--- src/rtl/mbc_pkg.sv ---
package mbc_pkg;
  typedef enum logic [2:0] {
    S_IDLE, S_ADDR, S_DATA, S_END, S_GAP, S_HOLD, S_LOCAL
  } mbc_state_t;

  localparam logic [1:0] TGT_EXT  = 2'd0;
  localparam logic [1:0] TGT_PERI = 2'd1;
endpackage

--- src/rtl/mbc_space_cfg.sv ---
module mbc_space_cfg #(
  parameter int CS_N   = 8,
  parameter int WAIT_W = 3
) (
  input  logic [$clog2(CS_N)-1:0] idx,
  input  logic [CS_N-1:0]         cfg_bus16,
  input  logic [CS_N*WAIT_W-1:0]  cfg_waits,
  output logic                    bus16,
  output logic [WAIT_W-1:0]       waits
);
  logic [WAIT_W-1:0] wtab [CS_N];

  for (genvar i = 0; i < CS_N; i++) begin : g_tab
    assign wtab[i] = cfg_waits[i*WAIT_W +: WAIT_W];
  end

  assign bus16 = cfg_bus16[idx];
  assign waits = wtab[idx];
endmodule

--- src/rtl/mbc_lane.sv ---
module mbc_lane #(
  parameter int AD_W = 16
) (
  input  logic            bus16,
  input  logic            wide,
  input  logic            beat,
  input  logic            a0,
  input  logic [AD_W-1:0] wdata,
  input  logic [AD_W-1:0] ad_in,
  input  logic [AD_W-1:0] rd_prev,
  output logic            split,
  output logic            lo_en,
  output logic            hi_en,
  output logic [AD_W-1:0] drive,
  output logic [AD_W-1:0] rd_next
);
  localparam int B = AD_W / 2;

  logic         full;
  logic [B-1:0] wbyte;

  assign full  = wide & bus16;
  assign split = wide & ~bus16;
  assign lo_en = bus16 ? (wide | ~a0) : 1'b1;
  assign hi_en = bus16 & (wide | a0);
  assign wbyte = (split && beat) ? wdata[AD_W-1:B] : wdata[B-1:0];
  assign drive = full ? wdata : {wbyte, wbyte};

  always_comb begin
    if (full)
      rd_next = ad_in;
    else if (split)
      rd_next = beat ? {ad_in[B-1:0], rd_prev[B-1:0]} : {{B{1'b0}}, ad_in[B-1:0]};
    else if (bus16 && a0)
      rd_next = {{B{1'b0}}, ad_in[AD_W-1:B]};
    else
      rd_next = {{B{1'b0}}, ad_in[B-1:0]};
  end
endmodule

--- src/rtl/mux_bus_ctrl.sv ---
module mux_bus_ctrl
  import mbc_pkg::*;
#(
  parameter int ADDR_W = 24,
  parameter int AD_W   = 16,
  parameter int CS_N   = 8,
  parameter int WAIT_W = 3
) (
  input  logic                   clk,
  input  logic                   rst,
  input  logic                   req_valid,
  input  logic [1:0]             req_target,
  input  logic                   req_write,
  input  logic                   req_wide,
  input  logic [ADDR_W-1:0]      req_addr,
  input  logic [AD_W-1:0]        req_wdata,
  output logic                   resp_done,
  output logic [AD_W-1:0]        resp_rdata,
  input  logic [CS_N-1:0]        cfg_bus16,
  input  logic [CS_N*WAIT_W-1:0] cfg_waits,
  input  logic                   idle_en,
  input  logic                   ext_wait,
  input  logic                   hold_req,
  output logic                   hold_ack,
  output logic [AD_W-1:0]        ad_out,
  input  logic [AD_W-1:0]        ad_in,
  output logic                   ad_oe,
  output logic [ADDR_W-AD_W-1:0] addr_hi,
  output logic                   addr_oe,
  output logic                   ctrl_oe,
  output logic                   astb,
  output logic                   rd_n,
  output logic                   wr_lo_n,
  output logic                   wr_hi_n,
  output logic [CS_N-1:0]        cs_n
);
  localparam int SEL_W = $clog2(CS_N);

  mbc_state_t st, st_d;

  logic [ADDR_W-1:0] cur_addr, cur_addr_d;
  logic [AD_W-1:0]   cur_wdata, cur_wdata_d;
  logic              cur_wr, cur_wr_d, cur_wide, cur_wide_d, cur_beat, cur_beat_d;
  logic              cur_bus16, cur_bus16_d;
  logic [SEL_W-1:0]  cur_sel, cur_sel_d;
  logic [WAIT_W-1:0] cur_waits, cur_waits_d, wcnt, wcnt_d;

  logic [AD_W-1:0]        ad_out_d, rdata_d;
  logic [ADDR_W-AD_W-1:0] addr_hi_d;
  logic [CS_N-1:0]        cs_n_d;
  logic ad_oe_d, addr_oe_d, ctrl_oe_d, astb_d, rd_n_d, wrl_d, wrh_d, ack_d, done_d;

  logic [SEL_W-1:0]  sp_sel;
  logic              sp_bus16;
  logic [WAIT_W-1:0] sp_waits;
  logic              idle_st, act_bus16, act_wide, act_a0;
  logic              ln_split, ln_lo, ln_hi;
  logic [AD_W-1:0]   ln_drive, ln_rd;

  assign sp_sel    = req_addr[ADDR_W-1 -: SEL_W];
  assign idle_st   = (st == S_IDLE);
  assign act_bus16 = idle_st ? sp_bus16 : cur_bus16;
  assign act_wide  = idle_st ? req_wide : cur_wide;
  assign act_a0    = idle_st ? req_addr[0] : cur_addr[0];

  mbc_space_cfg #(.CS_N(CS_N), .WAIT_W(WAIT_W)) u_cfg (
    .idx(sp_sel), .cfg_bus16(cfg_bus16), .cfg_waits(cfg_waits),
    .bus16(sp_bus16), .waits(sp_waits)
  );

  mbc_lane #(.AD_W(AD_W)) u_lane (
    .bus16(act_bus16), .wide(act_wide), .beat(cur_beat), .a0(act_a0),
    .wdata(cur_wdata), .ad_in(ad_in), .rd_prev(resp_rdata),
    .split(ln_split), .lo_en(ln_lo), .hi_en(ln_hi),
    .drive(ln_drive), .rd_next(ln_rd)
  );

  always_comb begin
    logic [ADDR_W-1:0] baddr;
    baddr       = cur_addr;
    st_d        = st;
    cur_addr_d  = cur_addr;
    cur_wdata_d = cur_wdata;
    cur_wr_d    = cur_wr;
    cur_wide_d  = cur_wide;
    cur_beat_d  = cur_beat;
    cur_bus16_d = cur_bus16;
    cur_sel_d   = cur_sel;
    cur_waits_d = cur_waits;
    wcnt_d      = wcnt;
    ad_out_d    = ad_out;
    addr_hi_d   = addr_hi;
    rdata_d     = resp_rdata;
    ad_oe_d     = 1'b0;
    addr_oe_d   = 1'b1;
    ctrl_oe_d   = 1'b1;
    astb_d      = 1'b0;
    rd_n_d      = 1'b1;
    wrl_d       = 1'b1;
    wrh_d       = 1'b1;
    cs_n_d      = '1;
    ack_d       = 1'b0;
    done_d      = 1'b0;
    case (st)
      S_IDLE: begin
        if (hold_req) begin
          st_d = S_HOLD; ack_d = 1'b1; ctrl_oe_d = 1'b0; addr_oe_d = 1'b0;
        end else if (req_valid) begin
          cur_addr_d  = req_addr;
          cur_wdata_d = req_wdata;
          cur_wr_d    = req_write;
          cur_wide_d  = req_wide;
          cur_beat_d  = 1'b0;
          cur_bus16_d = sp_bus16;
          cur_sel_d   = sp_sel;
          cur_waits_d = sp_waits;
          if (req_target == TGT_EXT) begin
            baddr = req_addr;
            if (ln_split) baddr[0] = 1'b0;
            st_d      = S_ADDR;
            ad_out_d  = baddr[AD_W-1:0];
            addr_hi_d = baddr[ADDR_W-1:AD_W];
            ad_oe_d   = 1'b1;
            astb_d    = 1'b1;
            cs_n_d[sp_sel] = 1'b0;
          end else begin
            st_d    = S_LOCAL;
            done_d  = 1'b1;
            rdata_d = '0;
            if (req_target == TGT_PERI) begin
              ad_out_d  = req_addr[AD_W-1:0];
              addr_hi_d = req_addr[ADDR_W-1:AD_W];
              ad_oe_d   = 1'b1;
            end
          end
        end
      end
      S_ADDR, S_DATA: begin
        cs_n_d[cur_sel] = 1'b0;
        rd_n_d  = cur_wr;
        wrl_d   = !(cur_wr && ln_lo);
        wrh_d   = !(cur_wr && ln_hi);
        ad_oe_d = cur_wr;
        if (cur_wr) ad_out_d = ln_drive;
        if (st == S_ADDR) begin
          st_d   = S_DATA;
          wcnt_d = cur_waits;
        end else if (wcnt != '0) begin
          wcnt_d = wcnt - 1'b1;
        end else if (!ext_wait) begin
          st_d    = S_END;
          cs_n_d  = '1;
          rd_n_d  = 1'b1;
          wrl_d   = 1'b1;
          wrh_d   = 1'b1;
          ad_oe_d = 1'b0;
          if (!cur_wr) rdata_d = ln_rd;
          done_d  = !ln_split || cur_beat;
        end
      end
      S_END: begin
        if (ln_split && !cur_beat) begin
          baddr      = {cur_addr[ADDR_W-1:1], 1'b1};
          cur_beat_d = 1'b1;
          st_d       = S_ADDR;
          ad_out_d   = baddr[AD_W-1:0];
          addr_hi_d  = baddr[ADDR_W-1:AD_W];
          ad_oe_d    = 1'b1;
          astb_d     = 1'b1;
          cs_n_d[cur_sel] = 1'b0;
        end else begin
          st_d = idle_en ? S_GAP : S_IDLE;
        end
      end
      S_GAP:   st_d = S_IDLE;
      S_HOLD: begin
        if (hold_req) begin
          ack_d = 1'b1; ctrl_oe_d = 1'b0; addr_oe_d = 1'b0;
        end else begin
          st_d = S_IDLE;
        end
      end
      S_LOCAL: st_d = S_IDLE;
      default: st_d = S_IDLE;
    endcase
  end

  always_ff @(posedge clk) begin
    if (rst) begin
      st <= S_IDLE;
      cur_addr <= '0; cur_wdata <= '0; cur_wr <= 1'b0; cur_wide <= 1'b0;
      cur_beat <= 1'b0; cur_bus16 <= 1'b0; cur_sel <= '0; cur_waits <= '0; wcnt <= '0;
      ad_out <= '0; addr_hi <= '0; resp_rdata <= '0;
      ad_oe <= 1'b0; addr_oe <= 1'b1; ctrl_oe <= 1'b1; astb <= 1'b0;
      rd_n <= 1'b1; wr_lo_n <= 1'b1; wr_hi_n <= 1'b1; cs_n <= '1;
      hold_ack <= 1'b0; resp_done <= 1'b0;
    end else begin
      st <= st_d;
      cur_addr <= cur_addr_d; cur_wdata <= cur_wdata_d; cur_wr <= cur_wr_d;
      cur_wide <= cur_wide_d; cur_beat <= cur_beat_d; cur_bus16 <= cur_bus16_d;
      cur_sel <= cur_sel_d; cur_waits <= cur_waits_d; wcnt <= wcnt_d;
      ad_out <= ad_out_d; addr_hi <= addr_hi_d; resp_rdata <= rdata_d;
      ad_oe <= ad_oe_d; addr_oe <= addr_oe_d; ctrl_oe <= ctrl_oe_d; astb <= astb_d;
      rd_n <= rd_n_d; wr_lo_n <= wrl_d; wr_hi_n <= wrh_d; cs_n <= cs_n_d;
      hold_ack <= ack_d; resp_done <= done_d;
    end
  end

  // Strobe-length watcher for the wait check
  logic       strb;
  logic [7:0] scnt;
  assign strb = !rd_n || !wr_lo_n || !wr_hi_n;
  always_ff @(posedge clk) begin
    if (rst) scnt <= '0;
    else if (!strb) scnt <= '0;
    else if (scnt != 8'hFF) scnt <= scnt + 8'd1;
  end

  assert_cs_onehot_R2: assert property (@(posedge clk) disable iff (rst)
    $onehot0(~cs_n));
  assert_addr_phase_quiet_R1: assert property (@(posedge clk) disable iff (rst)
    astb |-> (rd_n && wr_lo_n && wr_hi_n && ad_oe && (cs_n != '1)));
  assert_split_odd_R4: assert property (@(posedge clk) disable iff (rst)
    (astb && cur_beat) |-> ad_out[0]);
  assert_wait_min_R5: assert property (@(posedge clk) disable iff (rst)
    $fell(strb) |-> (scnt > 8'(cur_waits)));
  assert_strobe_excl_R13: assert property (@(posedge clk) disable iff (rst)
    !(!rd_n && (!wr_lo_n || !wr_hi_n)));
  assert_hold_float_R8: assert property (@(posedge clk) disable iff (rst)
    hold_ack |-> (!ctrl_oe && !addr_oe && !ad_oe && !astb));
  assert_hold_boundary_R8: assert property (@(posedge clk) disable iff (rst)
    $rose(hold_ack) |-> ($past(st) == S_IDLE));
  assert_hold_release_R9: assert property (@(posedge clk) disable iff (rst)
    $fell(hold_ack) |-> (!$past(hold_req) && ctrl_oe && addr_oe));
endmodule

--- config.mk ---
export PLATFORM = sky130hd
export DESIGN_NAME = mux_bus_ctrl
export DESIGN_NICKNAME = d
export VERILOG_FILES = /design/src/rtl/mbc_pkg.sv /design/src/rtl/mbc_space_cfg.sv /design/src/rtl/mbc_lane.sv /design/src/rtl/mux_bus_ctrl.sv
export SDC_FILE = /design/constraint.sdc
export NUM_CORES = 1
export LEC_CHECK = 0
export BUFFER_PORTS_ARGS = -buffer_cell sky130_fd_sc_hd__buf_2
export CAP_MARGIN = 20
export CORE_MARGIN = 2
export CORE_UTILIZATION = 57
export CTS_CLUSTER_SIZE = 10
export DETAILED_ROUTE_END_ITERATION = 6
export GPL_TIMING_DRIVEN = 0
export PLACE_DENSITY_LB_ADDON = 0.12
export SLEW_MARGIN = 10
export SYNTH_ARGS = -nofsm -noshare
export SYNTH_HDL_FRONTEND = slang
export SYNTH_SLANG_ARGS = --single-unit
--- constraint.sdc ---
create_clock -name clk -period 3.8 [get_ports clk]
set_input_delay 0.38 -clock clk [delete_from_list [all_inputs] [get_ports clk]]
set_output_delay 0.38 -clock clk [all_outputs]
set_load 0.02 [all_outputs]
# After elaboration in Yosys (flattened, before gate mapping)
# Index checks and enable logic that the tools add are counted.
[totals]
latch_bits = 0
ram_bits = 0
memories = 0
reg_bits = 112
inputBits = 98
elab_cells = 189
romBits = 0
output_inout_bits = 57
[classes]
n_mux = 96
shift = 0
reduce_logical = 31
n_div = 0
n_eq_ne = 20
n_bitwise = 13
add_sub_neg = 1
n_mul = 0
magnitude_cmp = 5
[ops]
columns = ["operator", "n"]
rows = [
  ["$mux 16", 17],
  ["$mux 8", 14],
  ["$pmux 16 s3", 1],
  ["$mux 1", 39],
  ["$mux 3", 13],
  ["$pmux 16 s2", 1],
  ["$pmux 8 s3", 1],
  ["$ne 2x2->1 const B", 10],
  ["$not 8->8", 2],
  ["$pmux 8 s2", 1],
  ["$pmux 3 s4", 1],
  ["$bmux 3 s3", 1],
  ["$ne 3x3->1 const B", 3],
  ["$reduce_and 9->1", 1],
  ["$lt 3x4->1 const B", 2],
  ["$reduce_and 4->1", 2],
  ["$reduce_and 8->1", 1],
  ["$reduce_or 2->1", 4],
  ["$logic_and 1x1->1", 7],
  ["$demux 1 s3", 2],
  ["$eq 3x2->1 const B", 2],
  ["$ge 3x1->1 const B", 2],
  ["$pmux 1 s2", 3],
  ["$reduce_and 6->1", 1],
  ["other kinds (22)", 35],
]

# Longest topological paths before layout
[depth]
depth_word = 12
depth_mapped = 9
depth_no_buf = 7

# Modules after synthesis
# Synthesis repeated with hierarchy kept, for this count alone.
[unflattened]
cells_unflattened = 679
area_unflattened_um2 = 5801.8
[by_module_without_submodules]
columns = ["mod", "area_each_um2", "seq_area_each_um2", "cells_per_inst", "n_inst"]
rows = [
  ["mux_bus_ctrl", 4863.4, 2182.1, 576, 1],
  ["mbc_lane", 668.1, 0.0, 89, 1],
  ["mbc_space_cfg", 270.3, 0.0, 14, 1],
]

# Worst setup path after synthesis
# No wires, ideal clock.
[synth_path]
kind = "flip-flop to flip-flop"
startpoint = "reg st[1]"
endpoint = "reg ad_out[14]"
t_required_ps = 3662
slack_ps = 1921
setup_ps = 138
path_buffers = 4
path_stages_with_launch = 9
t_arrival_ps = 1741
period_less_slack_ps = 1879
path_cell_list = "dfxtp_1 > buf_6 > or3_4 > buf_6 > o31a_1 > buf_6 > buf_6 > o2111ai_1 > o221ai_1"
[synth_between]
elab_chain_cells = 9
word_cells_on_any_way = 23
cone_classes = "eq/ne (8); mux (6); bitwise (3); reduce/logical (6)"
[synth_lines]
columns = ["element", "line_no", "rtl"]
rows = [
  ["start: declaration", "mux_bus_ctrl.sv:39", "mbc_state_t st, st_d;"],
  ["start signal: assignment", "mux_bus_ctrl.sv:198", "st <= st_d;"],
  ["$logic_not 3->1", "mux_bus_ctrl.sv:61, mux_bus_ctrl.sv:104", ""],
  ["$mux 1", "mux_bus_ctrl.sv:62", "assign act_bus16 = idle_st ? sp_bus16 : cur_bus16;"],
  ["$not 1->1", "mbc_lane.sv:23", "assign split = wide & ~bus16;"],
  ["$and 1x1->1", "mbc_lane.sv:23", ""],
  ["$logic_and 1x1->1", "mbc_lane.sv:26", "assign wbyte = (split && beat) ? wdata[AD_W-1:B] : wdata[B-1:0];"],
  ["$mux 8", "mbc_lane.sv:26", ""],
  ["$mux 16", "mbc_lane.sv:27", "assign drive = full ? wdata : {wbyte, wbyte};"],
  ["$mux 16", "mux_bus_ctrl.sv:144", "if (cur_wr) ad_out_d = ln_drive;"],
  ["$pmux 16 s3", "mux_bus_ctrl.sv:104", "case (st)"],
  ["end signal: assignment", "mux_bus_ctrl.sv:202", "ad_out <= ad_out_d; addr_hi <= addr_hi_d; resp_rdata <= rdata_d;"],
  ["end: declaration", "mux_bus_ctrl.sv:25", "output logic [AD_W-1:0] ad_out,"],
]
# Several ways; a longest one is shown, not always the timed one. The select of a mux whose other input is x is not followed.
# A chain may end at the register's enable or synchronous reset.

# Worst setup path after layout
[layout_path]
startpoint = "reg st[1]"
endpoint = "reg cur_addr[17]"
[layout_between]
elab_chain_cells = 2
[layout_lines]
columns = ["element", "line_no", "rtl"]
rows = [
  ["$logic_not 3->1", "mux_bus_ctrl.sv:104", ""],
  ["$reduce_and 3->1 (no line)", "n/a", ""],
  ["end signal: assignment", "mux_bus_ctrl.sv:199", "cur_addr <= cur_addr_d; cur_wdata <= cur_wdata_d; cur_wr <= cur_wr_d;"],
  ["end: declaration", "mux_bus_ctrl.sv:41", "logic [ADDR_W-1:0] cur_addr, cur_addr_d;"],
]
# Every way passes these cells.

==> flow_summary_export.csv <==
group,metric,value,unit
power,peak_supply_drop,0.3679,mV
clock_network,total_cts_buffers,9,
synthesis,synth_edf_count,0,
timing,rsz0062_at_grt,"no",
synthesis,syn_avg_cell_area,8.390,um^2
routing,postRouteAntennaNets,0,
clock_network,post_cts_resized,0,
power,static-leakage-power,0.002738,uW
timing,slew-limit-headroom,54.06,%
timing,report.final.slew_viol_count,0,
global_routing,maximum_number_of_pins_on_one_net_before_global_route_repair,19,
flow_run,maxCapViolCount,0,
global_routing,grt_first_pass_wirelength,28860,um
clock_network,post_cts.repair.setup_buffers,0,
synthesis,yosysWarnings,0,
min_path,worst_hold_path_type,"in -> reg",
routing,drc,0,
cells_and_area,antenna_diode_count,0,
routing,drt_wl_total,18000,um
power,power.density_cell_area,562.0,nW/um^2
place,dpl.hpwl,13310,um
routing,avgRoutedWirePerCell,18.40,um
timing,fin_crit,2.378,ns
synthesis,synth.net_count,776,
cells_and_area,final_nets,940,
timing,final.setup.tns,0,ns
outcome,result_of_the_run,"finished, final reports clean",
timing,smallest_setup_slack_after_layout,1.422,ns
synthesis,synth.cells.most_frequent,"136 x sky130_fd_sc_hd__nand2_1, 109 x sky130_fd_sc_hd__dfxtp_1, 70 x sky130_fd_sc_hd__a21oi_1, 35 x sky130_fd_sc_hd__nor2_1, 25 x sky130_fd_sc_hd__clkbuf_1",
timing,timing.clock.skew,0.01270,ns
power,total_power,3810,uW
worst_setup_path,setup.worst_path.start_class,"flip-flop",
worst_setup_path,worst-endpoint-required,4.13,ns
timing,max_slew.worst_pin.slew,0.6866,ns
routing,viasPerCell,6.164,
cells_and_area,multiInputGateArea,3144,um^2
global_routing,grt_antenna_before_repair,0,
routing,detailedRoute.firstPassIterationCount,5,
timing,period_utilization,62.59,%
die,rows,36,
global_routing,grt_pass1_vias,5941,
timing,max_freq,420.4,MHz
die,die-area,10760,um^2
synthesis,ys_ff_latch,109,
die,io-pin-count,155,
synthesis,yosysTopAreaCell,"sky130_fd_sc_hd__dfxtp_1",
synthesis,syn_inst,676,
die,core_region_area,9729,um^2
routing,drt_iter0_drc,450,
worst_setup_path,r2r_endpoint,"cur_addr[17]",
worst_setup_path,timing.rr.start,"st[1]",
synthesis,synth-main-ff-cell,"sky130_fd_sc_hd__dfxtp_1",
global_routing,globalRoute.totalOverflow,0,
worst_setup_path,timing.critical_path.arrival,2.71,ns
synthesis,yosysMostFrequentCell,"sky130_fd_sc_hd__nand2_1",
die,start_util,58.29,%
clock_network,worst_skew_pair.late_latency,0.40,ns
clock_network,clock_tree.root_cell,"sky130_fd_sc_hd__clkbuf_8",
cells_and_area,fillers,856,
worst_setup_path,critPathKind,"reg -> reg",
clock_network,holdBufCountCts,0,
worst_setup_path,reg2regPathDepth,7,
timing,final_setup_viols,0,
clock_network,tritoncts,"yes",
routing,via_count,6028,
place,gpl.final_weighted_congestion,0.8867,
cells_and_area,sequential_cell_area,2182,um^2
min_path,worstHoldEndpoint,"cur_wdata[11]",
synthesis,yosysSeqAreaShare,38.47,%
clock_network,clock_tree.htree_level_count,3,
place,io_buffer_count,153,
timing,final_hold_viol_count,0,
global_routing,grt.total_usage,33.44,%
synthesis,async_reset_ff_share,0,%
synthesis,post_synth_num_cell_types,74,
cells_and_area,layout-drive-gt1-share,27.10,%
synthesis,netlist.area_leader.share,38.47,%
min_path,timing.hold.worst_path_depth,3,
place,dp_slack,1.503,ns
die,width_of_the_die,103.8,um
worst_setup_path,critPathCaptureType,"flip-flop",
min_path,worst_hold_startpoint,"req_wdata[11]",
clock_network,cts-root-to-sink-buffers,2,
clock_network,path_clk_slew,0.11,ns
worst_setup_path,timing.critical_path.fanout_max,10,
worst_setup_path,setup.reg_to_reg.worst_slack,1.42,ns
synthesis,ys_top_cells_by_area,"sky130_fd_sc_hd__dfxtp_1 38%, sky130_fd_sc_hd__nand2_1 9.0%, sky130_fd_sc_hd__a21oi_1 6.2%",
die,die_height,103.8,um
clock_network,clock_sink_count,109,
cells_and_area,area.growth.synth_to_final,19.52,%
synthesis,netlist_area,5672,um^2
## worst max-delay path by stage
stage	start	endpoint	slack [ns]	cells past startpoint
after global routing	st[0]	cur_addr[16]	1.36	6
after floorplan	st[1]	ad_out[14]	1.92	8
after detailed placement	rst	cur_addr[13]	1.50	5
final	st[1]	cur_addr[17]	1.42	7
after CTS	st[1]	cur_addr[13]	1.51	7
after global placement	hold_req	ad_out[6]	1.52	7
## flip-flops by register name, indices dropped and copies added (netlist names), 3 cells and up
name,count
cur_addr,23
ad_out,16
cur_wdata,16
resp_rdata,16
addr_hi,8
cs_n,8
cur_waits,3
st,3
wcnt,3
## worst max-delay path, stage by stage, from the launching register on
cell	delay, ns
sky130_fd_sc_hd__dfxtp_1	0.34
sky130_fd_sc_hd__buf_6	0.14
sky130_fd_sc_hd__or3_4	0.35
sky130_fd_sc_hd__buf_6	0.16
sky130_fd_sc_hd__nor2_1	0.46
sky130_fd_sc_hd__clkbuf_1	0.57
sky130_fd_sc_hd__nand2_1	0.13
sky130_fd_sc_hd__a21oi_1	0.14
## where the power goes
group	internal [uW]	leakage (uW)	switching (uW)
logic	608	0.00176	1090
clock network	243	0.0000868	423
registers	1330	0.000889	116
total	2180	0.00274	1630
## logic make-up (layout without fill, tap and decap cells)
group	after synthesis	count (layout)	share of synthesized area, %
DFF	109	109	38.47
xor gates and xnor gates	1	1	0.1545
buffers and inverters	66	235	6.089
adders and majority gates	2	2	0.4411
muxes	15	15	3.552
AOI/OAI and AO/OA	196	196	25.61
and+or+nand+nor	287	287	25.68
## placed cells by master, fill, tap and decap left out, drive strengths merged, types with 6 or more instances in the layout
cell type and instances:
a211o 9, a21oi 72, a221o 13, a311o 13, a311oi 8, and2 11
and3 6, buf 187, clkbuf 37, dfxtp 109, inv 6, mux2i 10
nand2 139, nand2b 9, nand3 21, nand3b 6, nand4 8, nor2 36
nor2b 6, nor3 15, nor3b 13, o2111ai 9, o211ai 15, o21ai 20
o221ai 6
## layer usage
layer / global-route usage [%] / share of wire (%) / up-vias
met5: 0 / 0 / -
met4: 14.67 / 3.7 / 0
met3: 7.048 / 7.2 / 57
met2: 57.14 / 49 / 305
met1: 40.68 / 40 / 2869
li1: - / - / 2797
## per-stage QoR
step	std cells	utilization [%]	instance area, um^2	hold slack (ns)
after CTS	978	69.68	6779	0.1921
final	978	69.68	6779	0.2003
after global routing	978	69.68	6779	0.1893
after global placement	962	67.88	6604	0.4423
after detailed placement	962	67.88	6604	0.4458
after floorplan	676	-	5672	0.4366
## area by class of cell
cell class / instances / area share (%)
Clock buffer: 10 / 1.883
Multi-Input combinational cell: 501 / 46.38
Tap cell: 133 / 2.455
Timing Repair Buffer: 153 / 11.30
Sequential cell: 109 / 32.19
Buffer: 61 / 4.817
Clock inverter: 6 / 0.7014
Inverter: 5 / 0.2769
(Power assumes the default switching activity.)
